## src/rtl/owire_pkg.sv

```systemverilog
package owire_pkg;

  localparam int CMD_W = 8;

  typedef enum logic [1:0] {
    LS_IDLE,
    LS_SAMPLE,
    LS_WAIT_RISE,
    LS_PRESENCE
  } listenState_e;

  typedef enum logic [2:0] {
    CK_UNKNOWN    = 3'd0,
    CK_READ_ROM   = 3'd1,
    CK_SKIP_ROM   = 3'd2,
    CK_MATCH_ROM  = 3'd3,
    CK_SEARCH_ROM = 3'd4,
    CK_FAST_SKIP  = 3'd5,
    CK_FAST_MATCH = 3'd6
  } cmdKind_e;

  typedef struct packed {
    logic bitStb;
    logic bitVal;
    logic rstStb;
    logic presStb;
    logic presVal;
  } slotStrobes_t;

  function automatic cmdKind_e classifyCmd(input logic [CMD_W-1:0] code);
    case (code)
      8'h33, 8'h0F: classifyCmd = CK_READ_ROM;
      8'hCC:        classifyCmd = CK_SKIP_ROM;
      8'h55:        classifyCmd = CK_MATCH_ROM;
      8'hF0:        classifyCmd = CK_SEARCH_ROM;
      8'h3C:        classifyCmd = CK_FAST_SKIP;
      8'h69:        classifyCmd = CK_FAST_MATCH;
      default:      classifyCmd = CK_UNKNOWN;
    endcase
  endfunction

endpackage

```

## src/rtl/owire_line_sync.sv

```systemverilog
module owire_line_sync #(
  parameter int SYNC_STAGES = 2
) (
  input  logic clk,
  input  logic rstN,
  input  logic lineIn,
  output logic lineS,
  output logic fallSeen,
  output logic riseSeen
);

  logic [SYNC_STAGES-1:0] chain;
  logic lineD;

  generate
    if (SYNC_STAGES == 1) begin : g_single
      always_ff @(posedge clk or negedge rstN) begin
        if (!rstN) chain <= '1;
        else       chain <= lineIn;
      end
    end else begin : g_multi
      always_ff @(posedge clk or negedge rstN) begin
        if (!rstN) chain <= '1;
        else       chain <= {chain[SYNC_STAGES-2:0], lineIn};
      end
    end
  endgenerate

  always_ff @(posedge clk or negedge rstN) begin
    if (!rstN) lineD <= 1'b1;
    else       lineD <= chain[SYNC_STAGES-1];
  end

  assign lineS    = chain[SYNC_STAGES-1];
  assign fallSeen = lineD & ~lineS;
  assign riseSeen = ~lineD & lineS;

endmodule

```

## src/rtl/owire_slot_ctrl.sv

```systemverilog
module owire_slot_ctrl
  import owire_pkg::*;
#(
  parameter int TICKS_PER_UNIT      = 1500,
  parameter int RESET_UNITS         = 8,
  parameter int PRESENCE_HALF_UNITS = 5
) (
  input  logic         clk,
  input  logic         rstN,
  input  logic         lineS,
  input  logic         fallSeen,
  input  logic         riseSeen,
  output slotStrobes_t strobes
);

  localparam int CNT_MAX = TICKS_PER_UNIT * RESET_UNITS + 1;
  localparam int CW      = $clog2(CNT_MAX + 1);
  localparam logic [CW-1:0] UNIT_C = CW'(TICKS_PER_UNIT);
  localparam logic [CW-1:0] RST_C  = CW'(TICKS_PER_UNIT * RESET_UNITS);
  localparam logic [CW-1:0] PRES_C = CW'((TICKS_PER_UNIT * PRESENCE_HALF_UNITS) / 2);
  localparam logic [CW-1:0] MAX_C  = CW'(CNT_MAX);
  localparam logic [CW-1:0] ONE_C  = CW'(1);

  listenState_e state, stateNext;
  logic [CW-1:0] cnt, cntNext, cntInc;

  assign cntInc = (cnt == MAX_C) ? cnt : cnt + ONE_C;

  always_comb begin
    stateNext = state;
    cntNext   = cnt;
    strobes   = '0;
    case (state)
      LS_IDLE: begin
        if (fallSeen) begin
          stateNext = LS_SAMPLE;
          cntNext   = ONE_C;
        end
      end
      LS_SAMPLE: begin
        cntNext = cntInc;
        if (cnt == UNIT_C) begin
          strobes.bitStb = 1'b1;
          strobes.bitVal = lineS;
          stateNext      = lineS ? LS_IDLE : LS_WAIT_RISE;
        end
      end
      LS_WAIT_RISE: begin
        cntNext = cntInc;
        if (riseSeen) begin
          if (cnt > RST_C) begin
            strobes.rstStb = 1'b1;
            stateNext      = LS_PRESENCE;
            cntNext        = ONE_C;
          end else begin
            stateNext = LS_IDLE;
          end
        end
      end
      default: begin
        cntNext = cntInc;
        if (cnt == PRES_C) begin
          strobes.presStb = 1'b1;
          strobes.presVal = ~lineS;
          stateNext       = LS_IDLE;
        end
      end
    endcase
  end

  always_ff @(posedge clk or negedge rstN) begin
    if (!rstN) begin
      state <= LS_IDLE;
      cnt   <= '0;
    end else begin
      state <= stateNext;
      cnt   <= cntNext;
    end
  end

  // at most one kind of slot event per clock
  assert_one_event_R11: assert property (@(posedge clk) disable iff (!rstN)
    $onehot0({strobes.bitStb, strobes.rstStb, strobes.presStb}));

  // the pulse timer never runs past its saturation point
  assert_cnt_bounded_R3: assert property (@(posedge clk) disable iff (!rstN)
    cnt <= MAX_C);

endmodule

```

## src/rtl/owire_cmd_path.sv

```systemverilog
module owire_cmd_path
  import owire_pkg::*;
(
  input  logic             clk,
  input  logic             rstN,
  input  slotStrobes_t     strobes,
  output logic             bitValid,
  output logic             bitValue,
  output logic             resetValid,
  output logic             presValid,
  output logic             presDetected,
  output logic             cmdValid,
  output logic [CMD_W-1:0] cmdByte,
  output logic [2:0]       cmdType
);

  localparam int BCW = $clog2(CMD_W + 1);
  localparam logic [BCW-1:0] LAST_C = BCW'(CMD_W - 1);
  localparam logic [BCW-1:0] ONE_C  = BCW'(1);

  logic [CMD_W-1:0] shiftReg;
  logic [BCW-1:0]   bitCount;
  logic             collecting;
  logic [CMD_W-1:0] assembled;

  assign assembled = {strobes.bitVal, shiftReg[CMD_W-1:1]};

  always_ff @(posedge clk or negedge rstN) begin
    if (!rstN) begin
      bitValid     <= 1'b0;
      bitValue     <= 1'b0;
      resetValid   <= 1'b0;
      presValid    <= 1'b0;
      presDetected <= 1'b0;
      cmdValid     <= 1'b0;
      cmdByte      <= '0;
      cmdType      <= CK_UNKNOWN;
      shiftReg     <= '0;
      bitCount     <= '0;
      collecting   <= 1'b0;
    end else begin
      bitValid     <= strobes.bitStb;
      bitValue     <= strobes.bitStb & strobes.bitVal;
      resetValid   <= strobes.rstStb;
      presValid    <= strobes.presStb;
      presDetected <= strobes.presStb & strobes.presVal;
      cmdValid     <= 1'b0;
      cmdByte      <= '0;
      cmdType      <= CK_UNKNOWN;
      if (strobes.rstStb) begin
        shiftReg   <= '0;
        bitCount   <= '0;
        collecting <= 1'b1;
      end else if (strobes.bitStb && collecting) begin
        shiftReg <= assembled;
        if (bitCount == LAST_C) begin
          cmdValid   <= 1'b1;
          cmdByte    <= assembled;
          cmdType    <= classifyCmd(assembled);
          collecting <= 1'b0;
          bitCount   <= '0;
        end else begin
          bitCount <= bitCount + ONE_C;
        end
      end
    end
  end

  // a command always completes on a reported bit
  assert_cmd_with_bit_R5: assert property (@(posedge clk) disable iff (!rstN)
    cmdValid |-> bitValid);

  // a bus reset leaves the assembler armed and empty
  assert_reset_arms_R9: assert property (@(posedge clk) disable iff (!rstN)
    $past(strobes.rstStb) |-> (collecting && bitCount == '0 && shiftReg == '0));

  // bit strobes last a single clock
  assert_bit_single_R11: assert property (@(posedge clk) disable iff (!rstN)
    bitValid |=> !bitValid);

endmodule

```

## src/rtl/owire_listener.sv

```systemverilog
module owire_listener #(
  parameter int TICKS_PER_UNIT      = 1500,
  parameter int RESET_UNITS         = 8,
  parameter int PRESENCE_HALF_UNITS = 5,
  parameter int SYNC_STAGES         = 2
) (
  input  logic       clk,
  input  logic       rstN,
  input  logic       lineIn,
  output logic       bitValid,
  output logic       bitValue,
  output logic       resetValid,
  output logic       presValid,
  output logic       presDetected,
  output logic       cmdValid,
  output logic [7:0] cmdByte,
  output logic [2:0] cmdType
);

  owire_pkg::slotStrobes_t strobes;
  logic lineS, fallSeen, riseSeen;

  owire_line_sync #(.SYNC_STAGES(SYNC_STAGES)) u_sync (
    .clk(clk), .rstN(rstN), .lineIn(lineIn),
    .lineS(lineS), .fallSeen(fallSeen), .riseSeen(riseSeen)
  );

  owire_slot_ctrl #(
    .TICKS_PER_UNIT(TICKS_PER_UNIT),
    .RESET_UNITS(RESET_UNITS),
    .PRESENCE_HALF_UNITS(PRESENCE_HALF_UNITS)
  ) u_ctrl (
    .clk(clk), .rstN(rstN), .lineS(lineS),
    .fallSeen(fallSeen), .riseSeen(riseSeen), .strobes(strobes)
  );

  owire_cmd_path u_path (
    .clk(clk), .rstN(rstN), .strobes(strobes),
    .bitValid(bitValid), .bitValue(bitValue), .resetValid(resetValid),
    .presValid(presValid), .presDetected(presDetected),
    .cmdValid(cmdValid), .cmdByte(cmdByte), .cmdType(cmdType)
  );

endmodule

```

## config.mk

```make
export PLATFORM = sky130hd
export DESIGN_NAME = owire_listener
export DESIGN_NICKNAME = d
export VERILOG_FILES = /design/src/rtl/owire_pkg.sv /design/src/rtl/owire_line_sync.sv /design/src/rtl/owire_slot_ctrl.sv /design/src/rtl/owire_cmd_path.sv /design/src/rtl/owire_listener.sv
export SDC_FILE = /design/constraint.sdc
export NUM_CORES = 1
export LEC_CHECK = 0
export BUFFER_PORTS_ARGS = -buffer_cell sky130_fd_sc_hd__buf_2
export CAP_MARGIN = 0
export CORE_ASPECT_RATIO = 0.6
export CORE_MARGIN = 3
export CORE_UTILIZATION = 40
export CTS_CLUSTER_SIZE = 8
export DETAILED_ROUTE_END_ITERATION = 16
export PLACE_DENSITY_LB_ADDON = 0.05
export SLEW_MARGIN = 15
export SYNTH_ARGS = -nofsm -noshare
export SYNTH_HDL_FRONTEND = slang
export SYNTH_SLANG_ARGS = --single-unit
```

## constraint.sdc

```tcl
create_clock -name clk -period 2.1 [get_ports clk]
set_input_delay 0.105 -clock clk [delete_from_list [all_inputs] [get_ports clk]]
set_output_delay 0.105 -clock clk [all_outputs]
set_load 0.01 [all_outputs]
```

After elaboration in Yosys (flattened, before gate mapping) --
Cells that the tools add are included.
Cells by class: $add $sub $neg 2, multiply operators 0, divide/modulo/power cells 0, magnitude comparators 1, equal/unequal tests 16, shifts and indexed selects 0, mux-type cells 37, bitwise operators 6, reductions and logical operators 9
Operators with widths (number):
- 2-to-1 mux 14 bit | 4
- 2-to-1 mux 8 bit | 5
- case mux 14 bit (2 select lines) | 1
- 2-to-1 mux 2 bit | 10
- case mux 3 bit (6 select lines) | 1
- == test 8 x 6 -> 1 bit (second input constant) | 2
- == test 8 x 7 -> 1 bit (second input constant) | 2
- == test 8 bit (second input constant) | 2
- adder 14 x 1 -> 14 bit (second input constant) | 1
- == test 14 x 11 -> 1 bit (second input constant) | 1
- == test 14 x 12 -> 1 bit (second input constant) | 1
- == test 14 bit (second input constant) | 1
- greater-than comparator 14 bit (second input constant) | 1
- 2-to-1 mux 4 bit | 3
- 2-to-1 mux 1 bit | 9
- 2-to-1 mux 3 bit | 3
- == test 8 x 4 -> 1 bit (second input constant) | 1
- case mux 2 bit (3 select lines) | 1
- adder 4 x 1 -> 4 bit (second input constant) | 1
- bitwise AND 1 bit | 4
- == test 4 x 3 -> 1 bit (second input constant) | 1
- != test 2 bit (second input constant) | 2
- AND reduction 4 bit | 1
- nonzero test 2 bit | 2
- other kinds (10) | 11
Word-level totals: register bits 49, bits in latches 0, RAM bits 0, ROM bits 0, input bits 3, logic and storage cells 86, memories 0

Logic depth before layout (Yosys ltp) --
Gate-level depths: netlist (run 1).
depth in word-level cells 9, depth in mapped cells 8

By module --
From an unflattened synthesis (run 1), not the netlist that was laid out.
Unflattened totals: cell total of the unflattened synthesis 236, area total of the unflattened synthesis 2428.6 um^2
Modules (own cells, without submodules):
- owire_cmd_path | instances 1, cells an instance 105, area an instance 1179.9 um^2
- owire_slot_ctrl | instances 1, cells an instance 126, area an instance 1154.9 um^2
- owire_line_sync | instances 1, cells an instance 5, area an instance 93.8 um^2

Worst setup path after synthesis (run 1) --
OpenSTA, ideal clock, no wires.
path kind flip-flop to flip-flop, start point reg u_ctrl.cnt[1], end point reg u_ctrl.cnt[2], library setup time 0.118 ns, arrival time 1.838 ns, path slack 0.144 ns, stages on the path, launching flop included 8, buffers on the path 0, cells stage by stage dfrtp_1 inv_1 ha_1 or4bb_1 or4_4 nand3_1 xor2_1 nor2_1
Between the ends: longest elaborated chain between the ends 5
Ends and longest elaborated chain:
- from (decl) | line owire_slot_ctrl.sv:25 | logic [CW-1:0] cnt, cntNext, cntInc;
- from (signal assigned) | line owire_slot_ctrl.sv:77 | cnt <= cntNext;
- adder 14 x 1 -> 14 bit / == test 14 bit (equally long branches) | line owire_slot_ctrl.sv:27 | assign cntInc = (cnt == MAX_C) ? cnt : cnt + ONE_C;
- 2-to-1 mux 14 bit | line owire_slot_ctrl.sv:27
- 2-to-1 mux 14 bit | line owire_slot_ctrl.sv:51 | if (cnt > RST_C) begin
- 2-to-1 mux 14 bit | line owire_slot_ctrl.sv:50 | if (riseSeen) begin
- case mux 14 bit (2 select lines) * | line owire_slot_ctrl.sv:33 | case (state)
Mark *: on every way between the ends. The rest lies on a longest branch, timed or not. A chain may end at the register's enable or synchronous reset.

Worst setup path in the final report (run 1) --
Ends and elaborated chain as after synthesis.

==> impl_metrics.json, run 1 <==
{
  "drc": 0,
  "track_usage": 0.164,
  "die_w_um": 106,
  "grt_pass1_wl_mm": 8.95,
  "power_density_nw_per_um2": 794,
  "worstSetupStartpoint": "u_ctrl.cnt[1]$_DFFE_PN0N_",
  "first_pass_iters": 4,
  "path_buf_inv": 1,
  "detail-route-antenna-nets": 0,
  "fmax_ghz": 0.503,
  "crit_type": "reg -> reg",
  "avgViaCountPerCell": 5.16,
  "synth_nets": 229,
  "ir_drop_mv": 0.417,
  "skew_ns": 0.00666,
  "hold_viol_final": 0,
  "die_h_um": 66.2,
  "insertion_delay_ns": 0.29,
  "cts_buffers": 5,
  "worstPathCellList": "inv_1 -> ha_1 -> or4bb_1 -> or4_4 -> nand3_1 -> xor2_1 -> nor2_1",
  "timing.final.max_slew_violations": 0,
  "wirelength_mm": 5.29,
  "r2r-start": "u_ctrl.cnt[1]$_DFFE_PN0N_",
  "worst_setup_path_start_kind": "register",
  "synth-simple-area-share": 0.293,
  "internal_power_mw": 1.63,
  "layout-drive-gt1-share": 0.257,
  "synthToLayoutAreaGrowth_pct": 17.5,
  "cp-end-kind": "register",
  "rows": 21,
  "synth_compound_area_frac": 0.0704,
  "maxCapViolations": 0,
  "grt_pass1_vias": 1683,
  "io_pins": 20,
  "ys.flop_type": "dfrtp_1",
  "grt_max_degree": 28,
  "p_switching_mw": 0.626,
  "r2r-end": "u_ctrl.cnt[2]$_DFFE_PN0N_",
  "clk_pin_slew_worst_paths_ns": 0.09,
  "cp.depth": 7,
  "drt-initial-drc-count": 75,
  "yosys_register_bits": 48,
  "yosys_warnings": 0,
  "wl_per_cell_um": 15.7,
  "fin_crit_sh": 0.947,
  "crit_family": "simple AND/OR/NAND/NOR gates",
  "r2r_cells": 7,
  "synth.largest_area_cell": "dfrtp_1",
  "netlist.area_leader.share": 0.466,
  "tightest_slew_ns": 0.635,
  "cts.sinks": 48,
  "io_buffers": 19,
  "yosys.cell_count.top_type": "dfrtp_1",
  "cp-endpoint": "u_ctrl.cnt[2]$_DFFE_PN0N_",
  "cts.path.max_buffers": 2,
  "cpPeakStageDelay_ns": 0.46,
  "ys_async_sr_fraction": 1.00,
  "dp_hpwl_mm": 3.84,
  "hold_class": "in -> async",
  "yosysSeqAreaShare": 0.498,
  "synth_edf_count": 0,
  "p_comb_frac": 0.169,
  "synthCells": 221,
  "maxSlewHeadroom": 0.577,
  "power_frac_clock": 0.347,
  "die_area_um2": 7040,
  "num_antenna_cells": 0,
  "power.leakage_nw": 1.32,
  "cts_tree": "built",
  "syn_area_um2": 2420,
  "yosys-top-cells-area": "dfrtp_1 47%, nor2_1 5.0%, mux2i_1 4.1%, xor2_1 3.6%, dfstp_2 3.3%",
  "yosys-mux-area-fraction": 0.0414,
  "htreeDepth": 2,
  "hold_ws_ns": 0.359,
  "clockRootBuffer": "clkbuf_8",
  "worst-endpoint-required_ns": 2.27,
  "grt_antenna_before_repair": 0,
  "vias": 1739,
  "slowest_stage": "or4bb_1",
  "syn_avg_cell_area_um2": 10.9,
  "synthAdderAreaFrac": 0.0259,
  "final_core_util": 0.498,
  "min_period_ns": 1.99,
  "grt-ovfl-total": 0,
  "critPathArrivalTime_ns": 2.16,
  "gp_congestion": 0.897,
  "pwr-share-seq": 0.484,
  "outcome": "complete, no violations",
  "setup-violations-final": 0,
  "swShare": 0.277,
  "core_area_um2": 5700,
  "synth_top_family_by_area": "simple AND/OR/NAND/NOR gates",
  "synth.distinct_cells": 53,
  "start_util": 0.424,
  "fill_cells": 542,
  "fin_nets": 264,
  "synthTopCellsByCount": "45 x dfrtp_1, 32 x nor2_1, 13 x nand3_1",
  "r2r_slack_ns": 0.11,
  "synthXorXnorAreaFrac": 0.0435,
  "crit_fanout": 4
}
routing by layer:
| metal | wire, µm | share of wire | global-route usage | vias to the layer above |
|---|---|---|---|---|
| met1 | 3050 | 0.58 | 0.276 | 842 |
| met2 | 1870 | 0.35 | 0.203 | 50 |
| met3 | 353 | 0.067 | 0.0371 | 2 |
| li1 | - | - | - | 845 |
| met4 | 8 | 0.0015 | 0.0307 | 0 |
| met5 | 0 | 0 | 0 | - |
layout make-up:
cell class | instances | area, µm² | share of cell area
Tap cell | 80 | 100 | 0.0352
Multi-Input combinational cell | 161 | 1160 | 0.410
Clock buffer | 6 | 72.6 | 0.0255
Sequential cell | 48 | 1210 | 0.424
Clock inverter | 2 | 60.1 | 0.0211
Timing Repair Buffer | 35 | 220 | 0.0775
Inverter | 5 | 18.8 | 0.00661
power groups by stage:
stage | Sequential (mW) | Clock, mW | Combinational (mW)
3_5_place_dp | 1.10 | 0 | 0.375
6_report | 1.09 | 0.782 | 0.381
4_1_cts | 1.09 | 0.812 | 0.377
3_3_place_gp | 1.10 | 0 | 0.374
2_1_floorplan | 1.06 | 0 | 0.296
5_1_grt | 1.10 | 0.855 | 0.433
logic make-up after synthesis:
| group | Yosys count |
|---|---|
| DFF | 48 |
| and+or+nand+nor | 113 |
| muxes | 10 |
| adders and majority gates | 5 |
| AOI/OAI and AO/OA | 21 |
| xor gates and xnor gates | 12 |
| buffers and inverters | 12 |
worst register-to-register path, stage by stage, from the launching register on:
cell and delay [ns]:
dfrtp_1 0.38, inv_1 0.11, ha_1 0.15, or4bb_1 0.46
or4_4 0.45, nand3_1 0.12, xor2_1 0.15, nor2_1 0.05
cell usage in the layout (no fill, tap or decap), drive strengths merged, types with 2 or more instances in the layout:
cell type and instances:
a211oi 2, a21oi 2, and2 10, and3 5, buf 33, bufinv 2, clkbuf 6, dfrtp 45
dfstp 3, dlygate4sd3 2, ha 5, inv 5, mux2i 10, nand2 12, nand2b 5, nand3 14
nand4 5, nand4b 3, nand4bb 4, nor2 32, nor2b 3, nor3 4, nor3b 2, nor4 4
o21ai 2, o21bai 2, o31ai 4, or2 3, or3 3, xnor2 2, xor2 10
registers in the layout, indices dropped and copies added, names as in the netlist, 2 cells and up:
signal / count
u_ctrl.cnt: 14
u_ctrl.state: 2
u_path.cmdType: 3
u_path.shiftReg: 7
u_path.cmdByte: 8
u_sync.chain: 2
u_path.bitCount: 4
worst min-delay path by stage:
stage	startpoint	end	slack, ns	depth (start not counted)
2_1_floorplan	rstN	u_ctrl.cnt[0]$_DFFE_PN0N_	-0.19	0
6_report	rstN	u_path.cmdByte[3]$_DFF_PN0_	0.36	2
3_3_place_gp	rstN	u_path.cmdType[0]$_DFF_PN0_	0.17	1
5_1_grt	u_sync.chain[0]$_DFF_PN1_	u_sync.chain[1]$_DFF_PN1_	0.36	0
3_5_place_dp	rstN	u_path.cmdType[0]$_DFF_PN0_	0.16	1
4_1_cts	u_sync.chain[0]$_DFF_PN1_	u_sync.chain[1]$_DFF_PN1_	0.36	0
repair_timing:
action                                  4_1_cts  5_1_grt
hold buffers                                  2        0
setup buffers                                 0        1
endpoints found under the setup margin        0       15
gates resized for setup                       0        5
endpoints found under the hold margin        25        0
stage by stage:
step                      setup slack [ns]  power [mW]  area, µm²  setup TNS [ns]  cells
after floorplan                      0.144        1.36       2420               0    221
after global placement               0.141        1.48       2660               0    326
after detailed placement             0.108        1.48       2660               0    326
after CTS                           0.0998        2.28       2820               0    336
after global routing              -0.00243        2.39       2840        -0.00391    337
final                                0.111        2.26       2840               0    337
Note: power is estimated with default switching activity, not from simulation.
==> run 2, diff against run 1 <==
Clock period 2.1 ns to 1.6 ns, I/O delays scaled along.
==> run 2 against run 1 <==
Compared with the run above:
- the flow now finishes with violations (negative setup slack)
- first-iteration DRC count grew 68%
- clock-buffer cell count unchanged
- clock skew hardly changed
- non-clock buffer count up 40
- combinational power up 130%
- routed wire length grew 5.9%
- final area increased by 15%
- cell count is 12% higher
- worst setup slack got worse by 0.40 ns
- critical path type unchanged
- critical endpoint unchanged
- largest power group unchanged
==> impl_metrics.json, run 2 (synthesis gave the netlist of run 1 again) <==
{
  "fmax_ghz": 0.531,
  "slowest_stage": "or4_4",
  "critPathArrivalTime_ns": 2.08,
  "r2r-start": "u_ctrl.cnt[1]$_DFFE_PN0N_",
  "timing.final.max_slew_violations": 0,
  "power_frac_clock": 0.256,
  "ir_drop_mv": 0.429,
  "avgViaCountPerCell": 5.01,
  "cpPeakStageDelay_ns": 0.47,
  "final_common_cell": "buf_4",
  "crit_fanout": 4,
  "reg_top3": "u_ctrl.cnt (14), u_path.cmdByte (8), u_path.shiftReg (7)",
  "drt-initial-drc-count": 126,
  "p_switching_mw": 0.930,
  "track_usage": 0.172,
  "cts.sinks": 48,
  "grt_pass1_wl_mm": 9.20,
  "violations": "negative setup slack",
  "pwr-share-seq": 0.458,
  "largest_reg_flops": 14,
  "skew_ns": 0.00659,
  "io_buffers": 19,
  "cts_tree": "built",
  "r2r-end": "u_ctrl.cnt[2]$_DFFE_PN0N_",
  "core_area_um2": 5700,
  "setup-violations-final": 42,
  "wirelength_mm": 5.60,
  "internal_power_mw": 2.11,
  "worst_setup_path_start_kind": "register",
  "die_w_um": 106,
  "rows": 21,
  "maxSlewHeadroom": 0.763,
  "min_period_ns": 1.88,
  "final_core_util": 0.572,
  "power_mw": 3.04,
  "gp_congestion": 0.898,
  "worst-endpoint-required_ns": 1.80,
  "instances_no_fill": 377,
  "maxCapViolations": 0,
  "num_antenna_cells": 0,
  "die_h_um": 66.2,
  "die_area_um2": 7040,
  "first_pass_iters": 4,
  "crit_family": "simple AND/OR/NAND/NOR gates",
  "detail-route-antenna-nets": 0,
  "wl_per_cell_um": 14.8,
  "final_cell_mix": "47 x buf_4, 40 x dfrtp_1, 31 x nor2_1, 19 x buf_2",
  "fin_ws_ns": -0.284,
  "clk_pin_slew_worst_paths_ns": 0.09,
  "start_util": 0.424,
  "multi_input_area_um2": 1260,
  "htreeDepth": 2,
  "postPlaceCellArea_um2": 2980,
  "crit_type": "reg -> reg",
  "layout-drive-gt1-share": 0.418,
  "worstPathCellList": "inv_2 -> ha_4 -> or4bb_1 -> or4_4 -> nand3_2 -> xor2_1 -> nor2_1",
  "fin_crit_sh": 1.18,
  "path_buf_inv": 1,
  "ff_latch_area_um2": 1210,
  "grt_antenna_before_repair": 0,
  "io_pins": 20,
  "swShare": 0.306,
  "synthToLayoutAreaGrowth_pct": 34.8,
  "vias": 1889,
  "cts_buffers": 5,
  "grt_pass1_vias": 1754,
  "cp-end-kind": "register",
  "grt_max_degree": 49,
  "rsz0062_at_grt": "yes",
  "tightest_slew_ns": 0.353,
  "fin_area_um2": 3260,
  "drc": 0,
  "r2r_cells": 7,
  "power.leakage_nw": 1.52,
  "clockRootBuffer": "clkbuf_8",
  "top_register": "u_ctrl.cnt",
  "dp_hpwl_mm": 4.07,
  "hold_viol_final": 0,
  "fill_cells": 486,
  "hold_class": "in -> async",
  "power_density_nw_per_um2": 932,
  "p_comb_frac": 0.286,
  "cts.path.max_buffers": 2,
  "outcome": "complete, but fails checks",
  "r2r_slack_ns": -0.28,
  "fin_nets": 304,
  "dp_cells": 361,
  "insertion_delay_ns": 0.30,
  "hold_ws_ns": 0.297,
  "grt-ovfl-total": 0
}
run 2: cell types whose count changed in the layout (fill, tap and decap cells not counted), sizes merged:
cell	before	now
buf	33	73
clkinvlp	0	2
bufinv	2	0
run 2: worst max path at each step:
stage,from,endpoint,slack (ns),cells after the start
global route,u_ctrl.cnt[0]$_DFFE_PN0N_,u_ctrl.cnt[4]$_DFFE_PN0N_,-0.37,8
CTS,u_ctrl.cnt[1]$_DFFE_PN0N_,u_ctrl.cnt[2]$_DFFE_PN0N_,-0.26,7
detailed placement,u_ctrl.cnt[1]$_DFFE_PN0N_,u_ctrl.cnt[0]$_DFFE_PN0N_,-0.32,7
finish,u_ctrl.cnt[1]$_DFFE_PN0N_,u_ctrl.cnt[2]$_DFFE_PN0N_,-0.28,7
floorplan,u_ctrl.cnt[1]$_DFFE_PN0N_,u_ctrl.cnt[4]$_DFFE_PN0N_,-0.30,7
global placement,u_ctrl.cnt[1]$_DFFE_PN0N_,u_ctrl.cnt[2]$_DFFE_PN0N_,-0.33,7
run 2: layout make-up:
cell class / instances / area share
clock buffer: 6 / 0.0253
sequential: 48 / 0.372
tap: 80 / 0.0307
multi-input combinational: 161 / 0.385
inverter: 5 / 0.00653
timing repair buffer: 75 / 0.176
clock inverter: 2 / 0.00461
run 2: power by group through the flow:
stage,clock (mW),combinational [mW],sequential [mW]
2_1_floorplan,0,0.402,1.39
3_3_place_gp,0,0.740,1.41
3_5_place_dp,0,0.742,1.41
4_1_cts,0.801,0.804,1.38
5_1_grt,0.836,0.962,1.40
6_report,0.778,0.869,1.39
run 2: metal layers:
layer / wire length [µm] / global-route usage / up-vias
li1: - / - / 935
met5: 0 / 0 / -
met2: 2000 / 0.207 / 46
met1: 3170 / 0.293 / 904
met3: 385 / 0.0332 / 4
met4: 43 / 0.0436 / 0
run 2: what timing repair did:
item                       in CTS  in global routing
setup endpoints to repair      43                 43
hold endpoints to repair       46                  0
buffers inserted                5                  1
hold buffers                    2                  0
resized for setup              14                 14
pin swaps                       9                  3
run 2: stage by stage:
stage          setup TNS, ns  setup slack (ns)
4_1_cts                -8.14            -0.264
3_5_place_dp           -8.38            -0.320
5_1_grt               -11.94            -0.371
6_report               -6.98            -0.284
2_1_floorplan          -4.35            -0.300
3_3_place_gp           -7.18            -0.327
run 2: worst min-delay path, delay by kind of cell:
| family | cells | cell delay [ns] |
|---|---|---|
| buffers and inverters | 3 | 0.91 |
